## config.mk

```make
export PLATFORM = sky130hd
export DESIGN_NAME = prio_intc
export DESIGN_NICKNAME = d
export VERILOG_FILES = /design/src/rtl/prio_intc_pkg.sv /design/src/rtl/prio_intc_gateway.sv /design/src/rtl/prio_intc_arbiter.sv /design/src/rtl/prio_intc.sv
export SDC_FILE = /design/constraint.sdc
export NUM_CORES = 1
export LEC_CHECK = 0
export BUFFER_PORTS_ARGS = -buffer_cell sky130_fd_sc_hd__buf_2
export CORE_UTILIZATION = 45
export DETAILED_ROUTE_END_ITERATION = 6
export GPL_TIMING_DRIVEN = 0
export HOLD_SLACK_MARGIN = 0.05
export PLACE_DENSITY = 0.66
export SYNTH_ARGS = -nofsm -noshare
export SYNTH_HDL_FRONTEND = slang
export SYNTH_SLANG_ARGS = --single-unit
```

## constraint.sdc

```tcl
create_clock -name clk -period 23.4 [get_ports clk]
set_input_delay 4.68 -clock clk [delete_from_list [all_inputs] [get_ports clk]]
set_output_delay 4.68 -clock clk [all_outputs]
set_load 0.02 [all_outputs]
```

## src/rtl/prio_intc_pkg.sv

```systemverilog
// Shared address map constants and register-kind decode type for prio_intc.
// Assumes word-aligned 32-bit accesses; offsets are byte addresses.
package prio_intc_pkg;
    localparam logic [31:0] PRIO_BASE  = 32'h0000_0000;
    localparam logic [31:0] PEND_BASE  = 32'h0000_1000;
    localparam logic [31:0] EN_BASE    = 32'h0000_2000;
    localparam logic [31:0] EN_STRIDE  = 32'h0000_0080;
    localparam logic [31:0] CTL_BASE   = 32'h0020_0000;
    localparam logic [31:0] CTL_STRIDE = 32'h0000_1000;
    localparam logic [31:0] THR_OFS    = 32'h0000_0000;
    localparam logic [31:0] CLAIM_OFS  = 32'h0000_0004;

    typedef enum logic [2:0] {
        RK_NONE,
        RK_PRIO,
        RK_PEND,
        RK_EN,
        RK_THR,
        RK_CLAIM
    } reg_kind_e;
endpackage

```

## src/rtl/prio_intc_gateway.sv

```systemverilog
// Per-source request gateway. Turns a level or rising-edge line into a
// pending flag, and blocks new requests between claim and completion.
// Assumes claim_i and done_i are never high in the same cycle.
module prio_intc_gateway #(
    parameter bit EDGE = 1'b0
) (
    input  logic clk,
    input  logic rst_n,
    input  logic src_i,
    input  logic claim_i,
    input  logic done_i,
    output logic pend_o,
    output logic busy_o
);
    logic prev_q;
    logic held_q;
    logic rise;

    assign rise = src_i & ~prev_q;

    // Track the pending, claimed and held-edge state of one source.
    always_ff @(posedge clk) begin
        if (!rst_n) begin
            prev_q <= 1'b0;
            held_q <= 1'b0;
            pend_o <= 1'b0;
            busy_o <= 1'b0;
        end else begin
            prev_q <= src_i;
            if (claim_i) begin
                pend_o <= 1'b0;
                busy_o <= 1'b1;
                held_q <= EDGE & rise;
            end else if (done_i) begin
                busy_o <= 1'b0;
                pend_o <= EDGE ? (held_q | rise) : src_i;
                held_q <= 1'b0;
            end else if (busy_o) begin
                if (EDGE && rise) held_q <= 1'b1;
            end else begin
                pend_o <= EDGE ? (pend_o | rise) : src_i;
            end
        end
    end
endmodule

```

## src/rtl/prio_intc_arbiter.sv

```systemverilog
// Per-context arbiter. Picks the pending, enabled source whose priority is
// strictly above the threshold and highest of all; the lowest ID wins ties.
// Purely combinational; returns 0 when nothing qualifies.
module prio_intc_arbiter #(
    parameter int NSRC   = 31,
    parameter int PRIO_W = 3,
    parameter int ID_W   = 5
) (
    input  logic [NSRC:1]             pend_i,
    input  logic [NSRC:1]             en_i,
    input  logic [NSRC:1][PRIO_W-1:0] prio_i,
    input  logic [PRIO_W-1:0]         thr_i,
    output logic [ID_W-1:0]           best_o
);
    logic [PRIO_W-1:0] best_p;

    // Scan upward; only a strictly higher priority replaces the current pick.
    always_comb begin
        best_o = '0;
        best_p = thr_i;
        for (int k = 1; k <= NSRC; k++) begin
            if (pend_i[k] && en_i[k] && (prio_i[k] > best_p)) begin
                best_p = prio_i[k];
                best_o = ID_W'(k);
            end
        end
    end
endmodule

```

## src/rtl/prio_intc.sv

```systemverilog
// Prioritised interrupt controller top. Holds the priority, enable and
// threshold registers, decodes the word bus, and runs claim/complete.
// Assumes one bus transfer per cycle; read data is registered.
module prio_intc
    import prio_intc_pkg::*;
#(
    parameter int NSRC       = 31,
    parameter int NCTX       = 2,
    parameter int PRIO_W     = 3,
    parameter int ADDR_W     = 22,
    parameter int EDGE_FIRST = 16
) (
    input  logic              clk,
    input  logic              rst_n,
    input  logic [NSRC:1]     src_i,
    input  logic              bus_req,
    input  logic              bus_we,
    input  logic [ADDR_W-1:0] bus_addr,
    input  logic [31:0]       bus_wdata,
    output logic [31:0]       bus_rdata,
    output logic [NCTX-1:0]   ctx_irq
);
    localparam int ID_W  = $clog2(NSRC + 1);
    localparam int CTX_W = (NCTX > 1) ? $clog2(NCTX) : 1;
    localparam int NWORD = NSRC / 32 + 1;

    logic [NSRC:1][PRIO_W-1:0]  prio_q;
    logic [NCTX-1:0][NSRC:1]    en_q;
    logic [NCTX-1:0][PRIO_W-1:0] thr_q;
    logic [NSRC:1][CTX_W-1:0]   owner_q;
    logic [NSRC:1]              pend_q, busy_q, claim_v, done_v;
    logic [NCTX-1:0][ID_W-1:0]  best_id;

    reg_kind_e   kind;
    logic [31:0] a, rel, sel_idx, sel_word;
    logic [CTX_W-1:0] ctx_sel;
    logic [31:0] rd_data;
    logic        rd, wr;

    assign rd = bus_req & ~bus_we;
    assign wr = bus_req & bus_we;

    // Classify the bus address and extract context, word and source index.
    always_comb begin
        a        = 32'(bus_addr);
        kind     = RK_NONE;
        rel      = '0;
        sel_idx  = '0;
        sel_word = '0;
        ctx_sel  = '0;
        if (a[1:0] == 2'b00) begin
            if (a < PEND_BASE) begin
                sel_idx = (a - PRIO_BASE) >> 2;
                if (sel_idx <= 32'(NSRC)) kind = RK_PRIO;
            end else if (a < PEND_BASE + 32'(4 * NWORD)) begin
                kind     = RK_PEND;
                sel_word = (a - PEND_BASE) >> 2;
            end else if (a >= EN_BASE && a < EN_BASE + 32'(NCTX) * EN_STRIDE) begin
                rel      = a - EN_BASE;
                ctx_sel  = CTX_W'(rel / EN_STRIDE);
                sel_word = (rel % EN_STRIDE) >> 2;
                if (sel_word < 32'(NWORD)) kind = RK_EN;
            end else if (a >= CTL_BASE && a < CTL_BASE + 32'(NCTX) * CTL_STRIDE) begin
                rel     = a - CTL_BASE;
                ctx_sel = CTX_W'(rel / CTL_STRIDE);
                if ((rel % CTL_STRIDE) == THR_OFS)   kind = RK_THR;
                if ((rel % CTL_STRIDE) == CLAIM_OFS) kind = RK_CLAIM;
            end
        end
    end

    // Claim pulses follow the addressed context's winner; completions are filtered.
    always_comb begin
        for (int k = 1; k <= NSRC; k++) begin
            claim_v[k] = rd && (kind == RK_CLAIM) && (best_id[ctx_sel] == ID_W'(k));
            done_v[k]  = wr && (kind == RK_CLAIM) && (bus_wdata == 32'(k)) &&
                         busy_q[k] && (owner_q[k] == ctx_sel) && en_q[ctx_sel][k];
        end
    end

    // Read multiplexer; unmapped locations and reserved bits return 0.
    always_comb begin
        rd_data = '0;
        unique case (kind)
            RK_PRIO: begin
                for (int k = 1; k <= NSRC; k++)
                    if (sel_idx == 32'(k)) rd_data = 32'(prio_q[k]);
            end
            RK_PEND: begin
                for (int k = 1; k <= NSRC; k++)
                    if (sel_word == 32'(k / 32)) rd_data[5'(k % 32)] = pend_q[k];
            end
            RK_EN: begin
                for (int k = 1; k <= NSRC; k++)
                    if (sel_word == 32'(k / 32)) rd_data[5'(k % 32)] = en_q[ctx_sel][k];
            end
            RK_THR:   rd_data = 32'(thr_q[ctx_sel]);
            RK_CLAIM: rd_data = 32'(best_id[ctx_sel]);
            default:  rd_data = '0;
        endcase
    end

    // Configuration register writes.
    always_ff @(posedge clk) begin
        if (!rst_n) begin
            prio_q <= '0;
            en_q   <= '0;
            thr_q  <= '0;
        end else if (wr) begin
            if (kind == RK_PRIO)
                for (int k = 1; k <= NSRC; k++)
                    if (sel_idx == 32'(k)) prio_q[k] <= bus_wdata[PRIO_W-1:0];
            if (kind == RK_EN)
                for (int k = 1; k <= NSRC; k++)
                    if (sel_word == 32'(k / 32)) en_q[ctx_sel][k] <= bus_wdata[5'(k % 32)];
            if (kind == RK_THR) thr_q[ctx_sel] <= bus_wdata[PRIO_W-1:0];
        end
    end

    // Remember which context claimed each source; register read data and outputs.
    always_ff @(posedge clk) begin
        if (!rst_n) begin
            owner_q   <= '0;
            bus_rdata <= '0;
            ctx_irq   <= '0;
        end else begin
            for (int k = 1; k <= NSRC; k++)
                if (claim_v[k]) owner_q[k] <= ctx_sel;
            if (rd) bus_rdata <= rd_data;
            for (int c = 0; c < NCTX; c++)
                ctx_irq[c] <= (best_id[c] != '0);
        end
    end

    for (genvar k = 1; k <= NSRC; k++) begin : g_gw
        prio_intc_gateway #(.EDGE((k >= EDGE_FIRST) ? 1'b1 : 1'b0)) u_gw (
            .clk     (clk),
            .rst_n   (rst_n),
            .src_i   (src_i[k]),
            .claim_i (claim_v[k]),
            .done_i  (done_v[k]),
            .pend_o  (pend_q[k]),
            .busy_o  (busy_q[k])
        );
    end

    for (genvar c = 0; c < NCTX; c++) begin : g_arb
        prio_intc_arbiter #(.NSRC(NSRC), .PRIO_W(PRIO_W), .ID_W(ID_W)) u_arb (
            .pend_i (pend_q),
            .en_i   (en_q[c]),
            .prio_i (prio_q),
            .thr_i  (thr_q[c]),
            .best_o (best_id[c])
        );
    end
endmodule

```

# [After elaboration in Yosys (flattened, before gate mapping)]
# Cells that the tools add are included.
[totals] register_bits=320 word_cells=1515
[classes] addsub=3 order_cmp=72 n_eq_ne=161 n_mux=617 n_bitwise=68 reduce_logical=432
[op_table] operator="$mux 62" n=121
[op_table] operator="$bwmux 62" n=31
[op_table] operator="$eq 32x5->1 const B" n=32
[op_table] operator="$mux 32" n=31
[op_table] operator="$demux 31 s1" n=31
[op_table] operator="$eq 32x4->1 const B" n=16
[op_table] operator="$logic_and 1x1->1" n=284
[op_table] operator="$eq 32x3->1 const B" n=8
[op_table] operator="$mux 3" n=80
[op_table] operator="$mux 1" n=227
[op_table] operator="$gt 3x3->1" n=62
[op_table] operator="$mux 5" n=36
[op_table] operator="$eq 32x2->1 const B" n=4
[op_table] operator="$mux 30" n=4
[op_table] operator="$reduce_bool 3->1" n=32
[op_table] operator="$mux 31" n=3
[op_table] operator="$reduce_and 3->1" n=31
[op_table] operator="$eq 5x5->1 const B" n=16
[op_table] operator="$pmux 15 s5" n=1
[op_table] operator="$mux 4" n=17
[op_table] operator="$eq 32x1->1 const B" n=2
[op_table] operator="$logic_not 32->1" n=2
[op_table] operator="$ne 2x1->1 const B" n=31
[op_table] operator="$reduce_bool 2->1" n=31
[op_table] operator="56 further kinds" n=220

# [Logic depth before layout (Yosys ltp)]
# Gate-level depths: netlist of run 1.
[logic_depth] depth_word=163 ltp_mapped=111 ltp_nobuf=110

# [Modules after synthesis]
# A second synthesis of run 1 with hierarchy kept.
[hier_totals] hier_cells=3101 area_unflattened_um2=23004.6
[by_module_without_submodules] module="prio_intc" n_inst=1 cells_per_inst=1236 area_per_inst_um2=9382.7 seq_area_each_um2=3243.1
[by_module_without_submodules] module="prio_intc_arbiter (g_arb[0].u_arb)" n_inst=1 cells_per_inst=752 area_per_inst_um2=4885.9 seq_area_each_um2=0.0
[by_module_without_submodules] module="prio_intc_arbiter (g_arb[1].u_arb)" n_inst=1 cells_per_inst=736 area_per_inst_um2=4738.3 seq_area_each_um2=0.0
[by_module_without_submodules] module="prio_intc_gateway (g_gw[16].u_gw ...)" n_inst=16 cells_per_inst=17 area_per_inst_um2=168.9 seq_area_each_um2=80.1
[by_module_without_submodules] module="prio_intc_gateway (g_gw[10].u_gw ...)" n_inst=15 cells_per_inst=7 area_per_inst_um2=86.3 seq_area_each_um2=40.0

# [Worst setup path before layout of run 1]
# OpenSTA, ideal clock, no wires.
[synth_timing] path_kind="register to register" start="register thr_q[2] (netlist bit)" end="register owner_q[8] (netlist bit)" setup_ns=0.072 arrival_time_ns=20.910 required_time_ns=23.328 slack_ns=2.418 stages_incl_launch_ff=104 path_buffers=0 synth_period_minus_slack_ns=20.982 cell_sequence="dfxtp_1 > inv_1 > ha_1 > nor2_2 > a31oi_4 > nand2_2 > nand2_1 > o21ai_0 > ha_1 > nor2_1 > a31oi_1 > nor2_1 > maj3_1 > nand3_1 > mux2_2 > ha_1 > nor2_1 > nor2_1 > [68 not listed] > nor2_1 > o221a_2 > o211a_1 > a21oi_4 > nor2_1 > a31o_2 > ha_1 > nor2b_1 > o21ai_0 > a21oi_1 > mux2_2 > ha_1 > a311oi_1 > nor2_1 > and2_4 > a221oi_4 > and3_4 > mux2i_1"
[synth_via] elab_chain_cells=97 word_cells_on_any_way=127
[synth_lines] element="from (decl)" line_no="prio_intc.sv:29" source="logic [NCTX-1:0][PRIO_W-1:0] thr_q;"
[synth_lines] element="from (signal, indexed assignment)" line_no="prio_intc.sv:116" source="if (kind == RK_THR) thr_q[ctx_sel] <= bus_wdata[PRIO_W-1:0];"
[synth_lines] element="$gt 3x3->1" line_no="prio_intc_arbiter.sv:22" source="if (pend_i[k] && en_i[k] && (prio_i[k] > best_p)) begin"
[synth_lines] element="$logic_and 1x1->1" line_no="prio_intc_arbiter.sv:22"
[synth_lines] element="$mux 3" line_no="prio_intc_arbiter.sv:22"
[synth_lines] element="$gt 3x3->1" line_no="prio_intc_arbiter.sv:22"
[synth_lines] element="$logic_and 1x1->1" line_no="prio_intc_arbiter.sv:22"
[synth_lines] element="$mux 3" line_no="prio_intc_arbiter.sv:22"
[synth_lines] element="$gt 3x3->1" line_no="prio_intc_arbiter.sv:22"
[synth_lines] element="$logic_and 1x1->1" line_no="prio_intc_arbiter.sv:22"
[synth_lines] element="[80 not listed]"
[synth_lines] element="$logic_and 1x1->1" line_no="prio_intc_arbiter.sv:22"
[synth_lines] element="$mux 3" line_no="prio_intc_arbiter.sv:22"
[synth_lines] element="$gt 3x3->1" line_no="prio_intc_arbiter.sv:22"
[synth_lines] element="$logic_and 1x1->1" line_no="prio_intc_arbiter.sv:22"
[synth_lines] element="$mux 5 *" line_no="prio_intc_arbiter.sv:22"
[synth_lines] element="$mux 5 (implied by the code) * (2 in series)" line_no="prio_intc.sv:75" source="claim_v[k] = rd && (kind == RK_CLAIM) && (best_id[ctx_sel] == ID_W'(k));"
[synth_lines] element="$eq 5x4->1 *" line_no="prio_intc.sv:75"
[synth_lines] element="$logic_and 1x1->1 *" line_no="prio_intc.sv:75"
[synth_lines] element="to (signal, indexed assignment)" line_no="prio_intc.sv:128" source="if (claim_v[k]) owner_q[k] <= ctx_sel;"
[synth_lines] element="to (decl)" line_no="prio_intc.sv:30" source="logic [NSRC:1][CTX_W-1:0] owner_q;"
# Every way passes the cells marked *; elsewhere a longest branch is shown, timed or not. The select of a mux whose other input is x is not followed.
# A chain may end at the register's enable or synchronous reset.

# [Worst setup path in the final report of run 1]
[layout_timing] start="register thr_q[1] (netlist bit)" end="register owner_q[2] (netlist bit)"
[layout_via] elab_chain_cells=97 word_cells_on_any_way=127
[layout_lines] element="$gt 3x3->1" line_no="prio_intc_arbiter.sv:22"
[layout_lines] element="$logic_and 1x1->1" line_no="prio_intc_arbiter.sv:22"
[layout_lines] element="$mux 3" line_no="prio_intc_arbiter.sv:22"
[layout_lines] element="$gt 3x3->1" line_no="prio_intc_arbiter.sv:22"
[layout_lines] element="$logic_and 1x1->1" line_no="prio_intc_arbiter.sv:22"
[layout_lines] element="$mux 3" line_no="prio_intc_arbiter.sv:22"
[layout_lines] element="$gt 3x3->1" line_no="prio_intc_arbiter.sv:22"
[layout_lines] element="$logic_and 1x1->1" line_no="prio_intc_arbiter.sv:22"
[layout_lines] element="[80 not listed]"
[layout_lines] element="$logic_and 1x1->1" line_no="prio_intc_arbiter.sv:22"
[layout_lines] element="$mux 3" line_no="prio_intc_arbiter.sv:22"
[layout_lines] element="$gt 3x3->1" line_no="prio_intc_arbiter.sv:22"
[layout_lines] element="$logic_and 1x1->1" line_no="prio_intc_arbiter.sv:22"
[layout_lines] element="$mux 5 *" line_no="prio_intc_arbiter.sv:22"
[layout_lines] element="$mux 5 (implied by the code) * (2 in series)" line_no="prio_intc.sv:75"
[layout_lines] element="$eq 5x2->1 *" line_no="prio_intc.sv:75"
[layout_lines] element="$logic_and 1x1->1 *" line_no="prio_intc.sv:75"
# Marked as above.

==> results of run 1 <==
what timing repair did:
item                       4_1_cts  5_1_grt
resized for setup                9       35
pin swaps                        2        9
setup buffers                    2       19
setup endpoints to repair       50       51
metrics by stage:
stage | TNS [ns] | setup slack (ns) | hold slack [ns] | instances
after floorplan | 0 | 2.42 | 0.434 | 1817
after global placement | -30.70 | -0.793 | 0.441 | 2293
after detailed placement | -46.42 | -1.12 | 0.446 | 2294
after CTS | 0 | 0.138 | 0.457 | 2328
after global routing | 0 | 0.00117 | 0.476 | 2347
final | 0 | 1.12 | 0.457 | 2347
cells by family (layout without fill, tap and decap cells):
| group | count (synthesis) | count (layout) | synth area share, % |
|---|---|---|---|
| simple gates | 836 | 836 | 29.7 |
| mux | 98 | 98 | 7.58 |
| xor+xnor | 1 | 1 | 0.0646 |
| compound gates | 455 | 455 | 23.7 |
| fa+ha+maj | 65 | 65 | 5.69 |
| buf+inv | 154 | 294 | 4.92 |
| flops | 192 | 192 | 28.3 |
| other cells | 1 | 16 | 0.0276 |
worst min-delay path, stage by stage (launching register included):
cell	delay, ns
dfxtp_1	0.31
nand2_1	0.05
a21oi_1	0.05
layer usage:
layer | part of all wire, % | vias to the layer above
met5 | 0 | -
met4 | 5.9 | 0
met3 | 9.0 | 202
met2 | 45 | 852
met1 | 40 | 6830
li1 | - | 6844
layout make-up:
type                       count  area share (%)
buffer                       112            3.29
clock inverter                12           0.902
inverter                      42            1.02
multi-input combinational   1471            60.0
tap                          390            3.14
timing repair buffer         108            3.92
sequential                   192            24.8
clock buffer                  20            2.94
report_power, final:
group | switching, mW | internal, mW
logic | 0.0279 | 0.0109
clock network | 0.151 | 0.157
registers | 0.00265 | 0.328
state kept, by name, indices dropped and copies added, names as in the netlist:
name              flops
bus_rdata            16
ctx_irq               2
en_q                 30
g_gw.u_gw.busy_o     15
g_gw.u_gw.pend_o     15
owner_q              15
prio_q               93
thr_q                 6
path summary, 6_finish.rpt:
kind,from,endpoint,slack [ns],cells past startpoint
max reg2reg,thr_q[1],owner_q[2],1.12,105
min reg2reg,prio_q[60],prio_q[60],0.46,2
max,thr_q[1],owner_q[2],1.12,105
min,prio_q[60],prio_q[60],0.46,2
cell usage in the layout, fill, tap and decap left out, types with 37 or more instances in the layout:
master,count
nand3_1,132
mux2i_1,75
inv_1,40
buf_4,37
clkbuf_1,81
nor3_1,48
o21ai_0,41
ha_1,46
nand2_1,284
nor2_1,176
a21oi_1,149
dfxtp_1,188
buf_2,92
==> key figures, run 1 <==
Run status
  • Status: finished, violations left
  • Failing checks: DRC

Yosys
  • Avg Cell Area, Syn: 7.53 um2
  • Syn. warnings: 0
  • Post-Syn Area: 13600 um2
  • Synth top area share: 28.3%
  • Top cells by area, synth: dfxtp_1 (28%), nand2_1 (7.9%), a21oi_1 (5.5%)
  • Synth area leader: dfxtp_1
  • Netlist cell types: 119
  • Ys async rst share: 0%
  • Ys flop type: dfxtp_1
  • Mapped Cells: 1802
  • Most numerous cell in the Yosys netlist: nand2_1
  • Post-synth EDFFs: 0
  • Sequential area share after synthesis: 28.3%
  • Most frequent cells after synthesis: nand2_1 (285), dfxtp_1 (192), nor2_1 (181)
  • Yosys reg bits: 192

Place
  • Post-Place Cell Area: 14600 um2
  • Dpl hpwl: 39.9 mm
  • Count of port buffers added during placement: 86
  • Routability cong.: 0.994

Setup path
  • Max incr delay on CP: 0.49 ns
  • Crit path kind: flop to flop
  • CP Max Fanout: 8
  • Slowest cell on the critical path: a221o_4
  • Nature of the critical path endpoint: flop
  • CP most frequent cell: ha_1
  • Startpoint types: flop
  • Cell family contributing the most delay on the critical path: adder cells
  • Critical Path RT: 23.78 ns
  • Crit path DAT: 22.66 ns
  • Critical path buffer and inverter count: 3

Global routing
  • Gr busiest metal: met2
  • First-pass GRT wire length: 77.7 mm
  • Routing usage on met3: 6.69%
  • Vias in the first global route: 13400
  • Largest net degree at the start of global routing: 19
  • Met1 Usage GRT: 41.0%
  • Total gr overflow: 0
  • Initial antenna violation count: 1
  • Met2 GRT Util: 53.7%
  • GRT Util Overall: 33.0%

Routing
  • WL final: 51.1 mm
  • Wire length per cell: 21.8 um
  • DR pass1 iterations: 7
  • First DRT Iteration DRCs: 1645
  • Residual DRC: 1
  • Antenna Nets Post-Route: 0
  • Vias per cell: 6.28
  • Via Count: 14700

Final layout
  • Area Growth Syn to Fin: 14.5%
  • Total Nets Final: 2080
  • Final Instance Area: 15500 um2
  • Reg area: 3850 um2
  • Share of layout cells above drive strength 1: 15.0%
  • Filler instances: 2917
  • Post-layout util: 52.4%
  • Multi-input gate area: 9320 um2
  • Antenna Diode Count: 0

Clocking
  • Num CTS Buffers: 17
  • Clock root cell: clkbuf_16
  • Clock tree buffer depth: 2
  • Worst-Skew Late Latency: 0.46 ns
  • Clock transition at path regs: 0.08 ns
  • Total clock sinks: 192
  • H-tree levels: 4
  • CTS tree: built
  • Post-CTS Hold Buffers: 0

STA
  • Final Setup Violations: 0
  • Worst-Margin Slew: 1.02 ns
  • Fin. max-slew vios: 0
  • Max_slew headroom: 31.5%
  • Final Cycle Share: 95.2%
  • Max Freq: 0.0449 GHz
  • Final Hold Viols: 0
  • RSZ-0062 raised after global routing: no
  • Tmin final: 22.28 ns
  • Clock skew: 0.0126 ns

Power
  • PwrDens: 43.6 nW/um2
  • Total power: 0.678 mW
  • Leak Pwr: 5.45 nW
  • VDD IR-drop max: 0.0484 mV

Floorplanning
  • Die H: 176 um
  • Initial core utilization: 45.8%
  • Cell row count: 63
  • Placeable core area: 29600 um2
  • Die area: 30800 um2
  • Die Wd: 176 um
  • # IOs: 123

Flow run
  • Max-cap viol count: 0

Min path
  • Min-Delay Path Class: flop to flop
Power figures use the tool's default switching activity.
==> inputs of run 2 (changes only) <==
--- a/config.mk
+++ b/config.mk
@@ -5,7 +5,7 @@
 export SDC_FILE = /design/constraint.sdc
 export NUM_CORES = 1
 export LEC_CHECK = 0
-export BUFFER_PORTS_ARGS = -buffer_cell sky130_fd_sc_hd__buf_2
+export BUFFER_PORTS_ARGS = -buffer_cell sky130_fd_sc_hd__buf_4
 export CORE_UTILIZATION = 45
 export DETAILED_ROUTE_END_ITERATION = 6
 export GPL_TIMING_DRIVEN = 0
==> run 2 against run 1 <==
  * The flow now finishes without violations
  * Clock power about the same
  * Worst setup slack worse by 0.0030 ns
  * Combinational power up 9.0%
  * Fmax about the same
  * Cell count down 0.17%
  * Routed wire length up 2.2%
  * Flip-flop and latch count unchanged
  * Sequential power about the same
  * Register-to-register slack about the same
  * Non-clock buffer count down 4
  * Sequential share of layout area down 0.31 points
  * Critical endpoint is now owner_q[1]
  * Largest power group unchanged
==> key figures, run 2 (synthesis results as in run 1) <==
Floorplanning
  • Die area: 30800 um2
  • Placeable core area: 29600 um2
  • Initial core utilization: 45.8%
  • # IOs: 123
  • Cell row count: 63
  • Die H: 176 um
  • Die Wd: 176 um

Setup path
  • Startpoint types: flop
  • Max incr delay on CP: 0.53 ns
  • Crit path DAT: 22.67 ns
  • CP most frequent cell: nor2_1
  • R2R cell count: 98
  • Slowest cell on the critical path: a2111o_1
  • Nature of the critical path endpoint: flop
  • Startpoint of the worst register-to-register path: thr_q[5]
  • CP Max Fanout: 8
  • Crit path kind: flop to flop
  • R2R Setup Slk: 1.12 ns
  • Critical Path RT: 23.79 ns
  • R2r endpoint: owner_q[1]

Clocking
  • Post-CTS Hold Buffers: 0
  • Clock transition at path regs: 0.09 ns
  • Clock root cell: clkbuf_16
  • CTS tree: built
  • Total clock sinks: 192
  • Clock tree buffer depth: 2
  • H-tree levels: 4
  • Worst-Skew Late Latency: 0.47 ns
  • Num CTS Buffers: 17

Place
  • Count of port buffers added during placement: 86
  • Dpl hpwl: 40.7 mm
  • Routability cong.: 0.971

Min path
  • Hold EP: prio_q[50]
  • Min-Delay Path Class: flop to flop
  • Hold depth: 2
  • Hold Crit Start: prio_q[50]

Flow run
  • Max-cap viol count: 0

STA
  • Worst-Margin Slew: 1.05 ns
  • Fin. max-slew vios: 0
  • Final Cycle Share: 95.2%
  • Final Setup Violations: 0
  • Tmin final: 22.28 ns
  • Worst hold slack: 0.459 ns
  • Max_slew headroom: 30.3%
  • Final Hold Viols: 0
  • Max Freq: 0.0449 GHz
  • Clock skew: 0.0176 ns
  • Setup TNS: 0 ns

Global routing
  • Total gr overflow: 0
  • First-pass GRT wire length: 77.9 mm
  • GRT Util Overall: 33.2%
  • Largest net degree at the start of global routing: 21
  • Vias in the first global route: 13300
  • Initial antenna violation count: 1

Routing
  • M1 WL: 21.4 mm
  • Wire length on met2: 23.7 mm
  • Via Count: 14700
  • Wire length per cell: 22.3 um
  • Vias per cell: 6.27
  • DR pass1 iterations: 6
  • WL final: 52.2 mm
  • Highest metal used: met5
  • Met3 WL: 4.23 mm
  • Residual DRC: 0
  • Antenna Nets Post-Route: 0
  • First DRT Iteration DRCs: 1454

Power
  • PwrDens: 43.5 nW/um2
  • Leak Pwr: 5.53 nW
  • VDD IR-drop max: 0.0443 mV

Final layout
  • Area Growth Syn to Fin: 15.9%
  • Top flop regs: prio_q: 93 flops, en_q: 30 flops, bus_rdata: 16 flops
  • Antenna Diode Count: 0
  • Most frequent cells in the layout: nand2_1 (284), dfxtp_1 (188), nor2_1 (175)
  • Biggest register: prio_q
  • Total Nets Final: 2076
  • Max reg flops: 93
  • Share of layout cells above drive strength 1: 14.8%
  • Commonest non-fill, non-tap cell in the layout: nand2_1

Run status
  • Status: complete, no violations
[run 2: cell types whose count changed in the layout (fill, tap and decap cells not counted), sizes merged]
| cell | delta |
|---|---|
| clkbuf | -3 |
| buf | -4 |
| clkinvlp | -1 |
| inv | +4 |
[run 2: metrics by stage]
stage               total power, mW  setup WS [ns]  util (%)  std cells  instance area, um2
global route                  0.699        -0.0667      53.1       2343               15700
detailed placement            0.379          -1.06      49.8       2294               14800
global placement              0.378         -0.720      49.8       2293               14800
floorplan                     0.355           2.42         -       1817               13600
finish                        0.684           1.12      53.1       2343               15700
CTS                           0.683         0.0303      52.1       2327               15400
[run 2: timing repair]
item / in CTS / in global routing
setup buffers: 1 / 16
gates resized for setup: 8 / 37
setup endpoints to repair: 50 / 50
endpoints found under the hold margin: 0 / 0
pin swaps: 1 / 11
[run 2: power by group]
group	switching, mW	leakage [nW]	internal, mW
Clock	0.157	0.293	0.155
Sequential	0.00281	1.55	0.328
Combinational	0.0281	3.68	0.0141
Total	0.188	5.53	0.497
[run 2: per-layer routing]
layer | track usage [%] | up-vias
li1 | - | 6834
met1 | 41.9 | 6969
met2 | 53.9 | 725
met3 | 5.43 | 162
met4 | 18.5 | 2
met5 | 0 | -
[run 2: final cells by class]
class | instances | area [um2]
fillers | 2925 | 13900
plain buffers | 112 | 510
well taps | 390 | 488
repair buffers | 104 | 806
flip-flops and latches | 192 | 3850
inverters | 42 | 158
multi-input cells | 1471 | 9310
clock inverters | 15 | 185
clock buffers | 17 | 425
[run 2: worst max path at each step]
stage              from  slack (ns)                   to
2_1_floorplan  thr_q[2]        2.42           owner_q[8]
3_3_place_gp   thr_q[2]       -0.72  g_gw[5].u_gw.pend_o
3_5_place_dp   thr_q[2]       -1.06  g_gw[5].u_gw.pend_o
4_1_cts        thr_q[2]        0.03          owner_q[10]
5_1_grt        thr_q[1]       -0.07           owner_q[1]
6_report       thr_q[5]        1.12           owner_q[1]
[run 2: worst max-delay path, delay by kind of cell (launching register included)]
kind / cells / cell delay, ns
AO/OA/AOI/OAI: 32 / 6.81
adder cells (fa/ha/maj): 23 / 7.00
buffers and inverters: 3 / 0.25
flip-flops: 1 / 0.38
multiplexers: 8 / 2.85
AND/OR/NAND/NOR: 32 / 4.95
==> inputs of run 3 (changes only) <==
--- a/config.mk
+++ b/config.mk
@@ -10,7 +10,7 @@
 export DETAILED_ROUTE_END_ITERATION = 6
 export GPL_TIMING_DRIVEN = 0
 export HOLD_SLACK_MARGIN = 0.05
-export PLACE_DENSITY = 0.66
+export PLACE_DENSITY = 0.61
 export SYNTH_ARGS = -nofsm -noshare
 export SYNTH_HDL_FRONTEND = slang
 export SYNTH_SLANG_ARGS = --single-unit
==> constraint.sdc (replaced) <==
create_clock -name clk -period 23.4 [get_ports clk]
set_input_delay 3.51 -clock clk [delete_from_list [all_inputs] [get_ports clk]]
set_output_delay 3.51 -clock clk [all_outputs]
set_load 0.02 [all_outputs]
==> run 3 against run 2 <==
  * Register-to-register slack lost 0.02 ns
  * Clock-buffer cell count increased by 5
  * Worst setup slack got worse by 0.019 ns
  * Cell count about the same
  * First-iteration DRC count increased by 3.9%
  * Sequential share of layout area is 0.11 points higher
  * Clock power shrank 5%
  * Total power down 2.1%
  * Highest routed layer unchanged
  * Flip-flop and latch count stayed put
  * Largest power group unchanged
  * Fmax hardly changed
  * Design area down 0.45%
==> key figures, run 3 (synthesis results as in run 1) <==
STA
  • Worst-Margin Slew: 1.04 ns
  • Fin. max-slew vios: 0
  • Clock skew: 0.0157 ns
  • Final Setup Violations: 0
  • Final Cycle Share: 95.3%
  • Final Hold Viols: 0
  • Setup TNS: 0 ns
  • Max_slew headroom: 30.4%
  • Tmin final: 22.30 ns
  • Max Freq: 0.0448 GHz

Final layout
  • Share of layout cells above drive strength 1: 14.6%
  • Biggest register: prio_q
  • Top flop regs: prio_q: 93 flops, en_q: 30 flops, bus_rdata: 16 flops
  • Commonest non-fill, non-tap cell in the layout: nand2_1
  • Area Growth Syn to Fin: 15.4%
  • Antenna Diode Count: 0
  • Total Nets Final: 2074
  • Filler instances: 2938
  • Post-layout util: 52.8%
  • Most frequent cells in the layout: nand2_1 (284), dfxtp_1 (188), nor2_1 (175)
  • Max reg flops: 93

Global routing
  • First-pass GRT wire length: 79.3 mm
  • Initial antenna violation count: 3
  • Total gr overflow: 0
  • GRT Util Overall: 34.0%
  • Largest net degree at the start of global routing: 17
  • Vias in the first global route: 13500

Min path
  • Min-Delay Path Class: flop to flop
  • Hold depth: 2
  • Hold Crit Start: prio_q[56]

Clocking
  • Total clock sinks: 192
  • Worst-Skew Late Latency: 0.47 ns
  • Post-CTS Hold Buffers: 0
  • H-tree levels: 4
  • Clock tree buffer depth: 2
  • Num CTS Buffers: 17
  • Clock transition at path regs: 0.08 ns
  • Clock root cell: clkbuf_16
  • CTS tree: built

Floorplanning
  • Initial core utilization: 45.8%
  • Cell row count: 63
  • # IOs: 123
  • Die area: 30800 um2
  • Placeable core area: 29600 um2
  • Die H: 176 um
  • Die Wd: 176 um

Power
  • Total power: 0.670 mW
  • PwrDens: 42.8 nW/um2
  • VDD IR-drop max: 0.0564 mV
  • Leak Pwr: 5.48 nW

Routing
  • WL final: 52.7 mm
  • Via Count: 14600
  • First DRT Iteration DRCs: 1510
  • Wire length per cell: 22.5 um
  • Antenna Nets Post-Route: 0
  • DR pass1 iterations: 6
  • Residual DRC: 0
  • Vias per cell: 6.22

Setup path
  • Worst Setup EP: owner_q[14]
  • Crit path kind: flop to flop
  • R2R cell count: 107
  • Critical path startpoint: thr_q[1]
  • Startpoint types: flop
  • CP most frequent cell: nor2_1
  • Crit path DAT: 22.67 ns
  • R2R Setup Slk: 1.10 ns
  • Nature of the critical path endpoint: flop
  • CP Max Fanout: 8
  • Cell family contributing the most delay on the critical path: compound AO/OA/AOI/OAI gates
  • R2r endpoint: owner_q[14]
  • Max incr delay on CP: 0.50 ns
  • Startpoint of the worst register-to-register path: thr_q[1]
  • Slowest cell on the critical path: a221o_4
  • Critical Path RT: 23.77 ns
  • Critical path buffer and inverter count: 3
  • Levels on crit path: 107

Place
  • Routability cong.: 0.959
  • Count of port buffers added during placement: 86
  • Dpl hpwl: 40.8 mm

Flow run
  • Max-cap viol count: 0

Run status
  • Status: complete, no violations
## run 3: report_power, final
group          switching [mW]  total [mW]  internal [mW]
registers             0.00275       0.331          0.328
logic                  0.0288      0.0428         0.0141
clock network           0.140       0.296          0.157
## run 3: per-stage QoR
stage / cell area [um2] / hold slack (ns) / setup slack [ns] / std cells
after floorplan: 13600 / 0.434 / 2.42 / 1817
after global placement: 14800 / 0.440 / -0.803 / 2293
after detailed placement: 14800 / 0.446 / -1.05 / 2294
after CTS: 15400 / 0.456 / 0.0175 / 2327
after global routing: 15700 / 0.475 / -0.0616 / 2341
final: 15700 / 0.455 / 1.10 / 2341
## run 3: final cells by class
| class | count | area (um2) | share of cell area [%] |
|---|---|---|---|
| buffer | 112 | 510 | 3.26 |
| clock buffer | 22 | 474 | 3.03 |
| clock inverter | 10 | 100 | 0.639 |
| inverter | 42 | 158 | 1.01 |
| multi-input combinational | 1471 | 9300 | 59.4 |
| sequential | 192 | 3850 | 24.6 |
| tap | 390 | 488 | 3.12 |
| timing repair buffer | 102 | 778 | 4.97 |
## run 3: worst min-delay path by stage
stage                                to  slack [ns]
after floorplan              prio_q[78]        0.43
after global placement       prio_q[48]        0.44
after detailed placement  bus_rdata[13]        0.45
after CTS                    prio_q[64]        0.46
after global routing         prio_q[77]        0.48
final                        prio_q[56]        0.45
## run 3: timing repair
item | 4_1_cts | 5_1_grt
buffers inserted | 1 | 14
gates cloned | 0 | 0
pin swaps | 2 | 7
endpoints found under the setup margin | 50 | 51
gates resized for setup | 8 | 33
## run 3: worst register-to-register path: cells and delay by family (launching register included)
family | cells | cell delay (ns)
and+or+nand+nor | 39 | 5.26
adders and majority gates | 21 | 6.47
muxes | 8 | 2.73
AOI/OAI and AO/OA | 36 | 7.11
buffers and inverters | 3 | 0.24
DFF | 1 | 0.41
## run 3: layer usage
layer  up-vias  global-route usage, %  share of wire [%]
met5         -                      0              0.076
li1       6830                      -                  -
met4         6                   17.4                4.7
met1      6892                   43.6                 42
met2       700                   54.1                 45
met3       138                   6.62                8.6
